**src/rtl/plru_bitway.sv**
```systemverilog
module plru_bitway #(
  parameter int WAYS = 4,
  parameter int SETS = 16
) (
  input  logic                    clk,
  input  logic                    rst,
  input  logic                    acc_vld,
  input  logic [$clog2(SETS)-1:0] acc_set,
  input  logic [$clog2(WAYS)-1:0] acc_way,
  input  logic                    vic_req,
  input  logic [$clog2(SETS)-1:0] vic_set,
  output logic [$clog2(WAYS)-1:0] vic_way
);
  localparam int WAY_W = $clog2(WAYS);
  localparam logic [15:0] SEED = 16'hACE1;

  logic [SETS-1:0][WAYS-1:0] flags;
  logic [15:0]               lfsr;
  logic [WAYS-1:0]           hot, merged, row_nxt, vrow;
  logic [WAY_W-1:0]          start;

  assign hot     = WAYS'(1) << acc_way;
  assign merged  = flags[acc_set] | hot;
  assign row_nxt = (&merged) ? hot : merged;
  assign vrow    = flags[vic_set];
  assign start   = lfsr[WAY_W-1:0];

  always_ff @(posedge clk) begin
    if (rst) begin
      lfsr  <= SEED;
      flags <= '0;
    end else begin
      lfsr <= {lfsr[14:0], lfsr[15] ^ lfsr[13] ^ lfsr[12] ^ lfsr[10]};
      if (acc_vld) flags[acc_set] <= row_nxt;
    end
  end

  always_comb begin
    logic             found;
    logic [WAY_W-1:0] idx;
    found   = 1'b0;
    vic_way = start;
    for (int k = 0; k < WAYS; k++) begin
      idx = start + WAY_W'(k);
      if (!found && !vrow[idx]) begin
        vic_way = idx;
        found   = 1'b1;
      end
    end
  end
endmodule

```
**config.mk**
```make
export PLATFORM = sky130hd
export DESIGN_NAME = plru_bitway
export DESIGN_NICKNAME = d
export VERILOG_FILES = /design/src/rtl/plru_bitway.sv
export SDC_FILE = /design/constraint.sdc
export NUM_CORES = 1
export LEC_CHECK = 0
export ABC_AREA = 0
export CAP_MARGIN = 20
export CORE_AREA = 2 2 118 120
export DETAILED_ROUTE_END_ITERATION = 16
export DIE_AREA = 0 0 120 122
export PLACE_DENSITY_LB_ADDON = 0.08
export SKIP_LAST_GASP = 1
export SYNTH_ARGS = -nofsm -noshare
export SYNTH_HDL_FRONTEND = slang
export SYNTH_SLANG_ARGS = --single-unit
```
**constraint.sdc**
```tcl
create_clock -name clk -period 3.3 [get_ports clk]
set_clock_uncertainty 0.15 [all_clocks]
set_input_delay 0.33 -clock clk [delete_from_list [all_inputs] [get_ports clk]]
set_output_delay 0.33 -clock clk [all_outputs]
set_load 0.05 [all_outputs]
```
# --- Yosys cells after proc, flatten, opt, wreduce, memory -nomap -nowiden ---
# Index checks and enable logic that the tools add are counted.
# Widths: inputs -> output; s select.
op_classes:
  addsub: 3
  magnitude_cmp: 7
  shifts: 1
  n_mux: 22
  bitwise: 4
  n_reduce_logical: 10
op_table:
  columns: ["cell", "n"]
  rows:
  - ["$bwmux 64", 1]
  - ["$bmux 4 s4", 2]
  - ["$demux 4 s4", 1]
  - ["$mux 4", 4]
  - ["$lt 2x3->1 const B", 4]
  - ["$lt 4x5->1 const B", 2]
  - ["$bmux 1 s2", 4]
  - ["$mux 1", 7]
  - ["$mux 2", 3]
  - ["$logic_not 1->1", 5]
  - ["$add 2x2->2 const B", 2]
  - ["$ge 4x1->1 const B", 1]
  - ["$logic_and 1x1->1", 4]
  - ["$or 4x4->4", 1]
  - ["$reduce_and 4->1", 1]
  - ["$shl 1x2->4 const A", 1]
  - ["$xor 1x1->1", 3]
  - ["$add 2x1->2 const B", 1]
totals:
  reg_bits: 80
  input_bits: 14
  output_inout_bits: 2
  elab_cells: 64

# --- Longest topological paths before layout ---
logic_depth:
  word_depth: 13
  ltp_mapped: 9

# --- Least setup slack after synthesis ---
# Ideal clock, no wire load.
synth_timing:
  path_kind: "input-to-output"
  startpoint: "input vic_set[0]"
  endpoint: "output vic_way[1]"
  arrival_ps: 2686
  t_required_ps: 2820
  path_slack_ps: 134
  path_stages: 8
  n_path_buf: 2
  path_cell_list: "buf_2 buf_2 mux4_2 a22oi_1 nand2_1 nor3b_1 a311oi_1 a21oi_1"
synth_via:
  elab_chain_len: 13
  word_cells_on_any_way: 24
synth_lines:
  columns: ["item", "line_no", "rtl"]
  rows:
  - ["start: declaration", "11", "input logic [$clog2(SETS)-1:0] vic_set,"]
  - ["$bmux 4 s4 *", "25", "assign vrow = flags[vic_set];"]
  - ["$mux 4 (implied by the code) *", "25", null]
  - ["$bmux 1 s2", "45", "if (!found && !vrow[idx]) begin"]
  - ["$mux 1 (implied by the code)", "45", null]
  - ["$logic_not 1->1", "45", null]
  - ["$logic_and 1x1->1", "45", null]
  - ["$mux 1", "45", null]
  - ["$logic_not 1->1", "45", null]
  - ["$logic_and 1x1->1", "45", null]
  - ["$mux 1", "45", null]
  - ["$logic_not 1->1", "45", null]
  - ["$logic_and 1x1->1", "45", null]
  - ["$mux 2 *", "45", null]
  - ["end: declaration", "12", "output logic [$clog2(WAYS)-1:0] vic_way"]
# Mark *: on every way between the ends. The rest lies on a longest branch, timed or not. The select of a mux whose other input is x is not followed.

# --- Worst setup path in the final report ---
# Same ends and word-level chain as after synthesis.

==> results.md <==
* Worst-Margin Slew at 0.765 ns
* Post-route DRC at 0
* CTS Buf Count at 9
* Crit path depth at 9
* Clock Latency Late Sink at 0.35 ns
* Gr usage total at 21.6%
* Mapped Nets at 618
* Met2 wire len at 6.78 mm
* Clock-pin slew on the worst setup and hold paths at 0.07 ns
* Final HPWL DP at 9.70 mm
* Starting DRT DRC Count at 407
* Final WL at 15.6 mm
* Root Driver: clkbuf_16
* First-pass GRT wire length at 24.4 mm
* Slowest stage delay, CP at 0.51 ns
* Largest net degree at the start of global routing at 81
* Die Area at 14600 um2
* FILL cells at 1285
* Fin cells at 785
* TritonCTS clock tree: done
* Hold Path Depth at 1
* Power Density at 419 nW/um2
* Yosys cell types at 36
* Comb power frac at 18.2%
* Number of flops mapped to enable cells by yosys at 0
* Post-layout util at 44.9%
* Warnings from Yosys at 0
* Worst Setup Path Type: input pin to primary output
* CTS Sinks at 80
* Crit. End Element: primary output
* P_leak at 2.06 nW
* Total power at 2.54 mW
* # IOs at 16
* Die Wd at 120 um
* Relative slew slack at 49.0%
* TritonRoute pass-1 iters at 5
* Min cycle time layout at 3.24 ns
* Peak VDD IR at 0.291 mV
* M1 WL at 7.85 mm
* Final Cycle Share at 98.1%
* Register bit total from synthesis at 80
* WL/cell at 19.9 um
* Hold_buf cts at 0
* Setup TNS at 0 ns
* Critical path buffer and inverter count at 4
* Max Used Layer: met4
* Peak Freq at 309 MHz
* Register Area at 1600 um2
* Antenna viol nets, final at 0
* Switching part of the total power at 30.3%
* CP max-delay cell: clkdlybuf4s50_1
* GP Congestion at 0.794
* H-Tree Depth at 3
* Fraction of layout cells with a size suffix above 1 at 23.3%
* Footprint of the multi-input gates at 3330 um2
* Outcome: finished, final reports clean
* Sw Pwr at 0.771 mW
* Diode count at 0
* Mapped Cells at 604
* Most common cell on crit path: buf_12
* Int Pwr at 1.77 mW
* Worst EP required at 2.82 ns
* Seq pwr share at 39.9%
* Clock Power Share at 41.9%
* Sequential area share after synthesis at 30.5%
* Grt ovf at 0
* Die extent in y at 122 um
* Row count at 43
* # port buffers at 14
* Post-DP Area at 5670 um2
* Area Growth Syn to Fin at 15.5%
* Endpoints failing setup at 0
* Layout net count at 614
* Cell family with the largest share of critical-path delay: buffers and inverters
* Mapped cell area at 5250 um2
* Post-synth top flop: dfxtp_1
* Data arrival time of the worst path at 2.76 ns
* Vias in the first global route at 4307
* Final Instance Area at 6060 um2
* Hold Crit Class: flop to flop
* Critical path fanouts, max at 8
* Initial Util at 38.8%
* Clk buf depth at 2
* Ys async rst share at 0%
* Final hold vios at 0
* Max-cap violation count at 0
* Average size of a mapped cell at 8.68 um2
* Commonest cells after routing, fill and taps aside: dfxtp_1 (80), nand2_1 (72), nor2_1 (70)
* Via density at 5.79
* FF-to-FF path depth at 6
* Cell Chain, Critical Path: clkdlybuf4s50_1 > buf_12 > mux4_2 > a22oi_1 > nand2_1 > buf_4 > a311oi_1 > a21oi_2 > buf_12
* Placed Cells at 764
* Final slew viol count at 0
* Startpoint types: input pin
* Leading cell type in the layout, fill and taps excluded: dfxtp_1
* R2R Setup Slk at 0.93 ns
* Total core area at 13500 um2
* Antenna violations before repair at 0
* DR vias at 4548
* DR WL met3 at 627 um
## power groups by stage
stage	clock network (mW)	logic, mW	registers (mW)
4_1_cts	1.08	0.451	1.01
3_5_place_dp	0	0.450	1.04
6_report	1.06	0.463	1.01
2_1_floorplan	0	0.301	1.03
3_3_place_gp	0	0.444	1.03
5_1_grt	1.13	0.492	1.02
## logic make-up after synthesis
| logic type | count (synthesis) | synth area share, % |
|---|---|---|
| AND/OR/NAND/NOR | 316 | 33.6 |
| AO/OA/AOI/OAI | 81 | 12.7 |
| multiplexers | 55 | 16.2 |
| buffers and inverters | 69 | 6.42 |
| XOR/XNOR | 3 | 0.501 |
| flip-flops | 80 | 30.5 |
## final cells by class
type	instances	area share, %
multi-input combinational	455	54.9
sequential	80	26.4
timing repair buffer	53	9.79
clock buffer	9	3.72
tap	180	3.72
clock inverter	7	1.38
inverter	1	0.0619
## flip-flops by register name (all words and copies together), names as in the netlist
register  cells
lfsr         16
flags        64
## per-layer routing
metal  global-route usage, %  vias to the layer above
met2                    32.2                      102
met3                    3.75                       21
met5                       0                        -
li1                        -                     2189
met1                    31.4                     2236
met4                    7.94                        0
## synth_stat cells (all sizes together), types with 6 or more instances
library cell,count,area share (%)
a22oi,6,0.86
dfxtp,80,31
nor3,68,11
nor2,70,5.0
mux4,24,10
buf,24,3.2
nand2b,7,0.83
or2,8,0.95
nand2,72,5.2
a21o,48,6.9
mux2i,31,5.9
a311oi,8,2.1
nor2b,21,2.5
nor4,64,7.6
clkbuf,44,3.1
a211oi,8,1.1
## through the flow
step | setup slack, ns | hold WS [ns]
after global routing | -0.0124 | 0.279
after CTS | 0.0680 | 0.263
after global placement | 0.0989 | 0.242
final | 0.0628 | 0.261
after detailed placement | 0.0773 | 0.247
after floorplan | 0.134 | 0.239
## timing repair
action	in CTS	in global routing
endpoints found under the hold margin	0	0
gates resized for setup	0	2
setup buffers	0	3
endpoints found under the setup margin	0	1
## path summary, 6_finish.rpt
kind | startpoint | to
worst max-delay path | vic_set[0] | vic_way[1]
worst min register to register | lfsr[6]$_SDFF_PP1_ | lfsr[7]$_SDFF_PP1_
worst max register to register | flags[20]$_SDFFE_PP0P_ | flags[20]$_SDFFE_PP0P_
worst min-delay path | lfsr[6]$_SDFF_PP1_ | lfsr[7]$_SDFF_PP1_
Note: power is estimated with default switching activity, not from simulation.
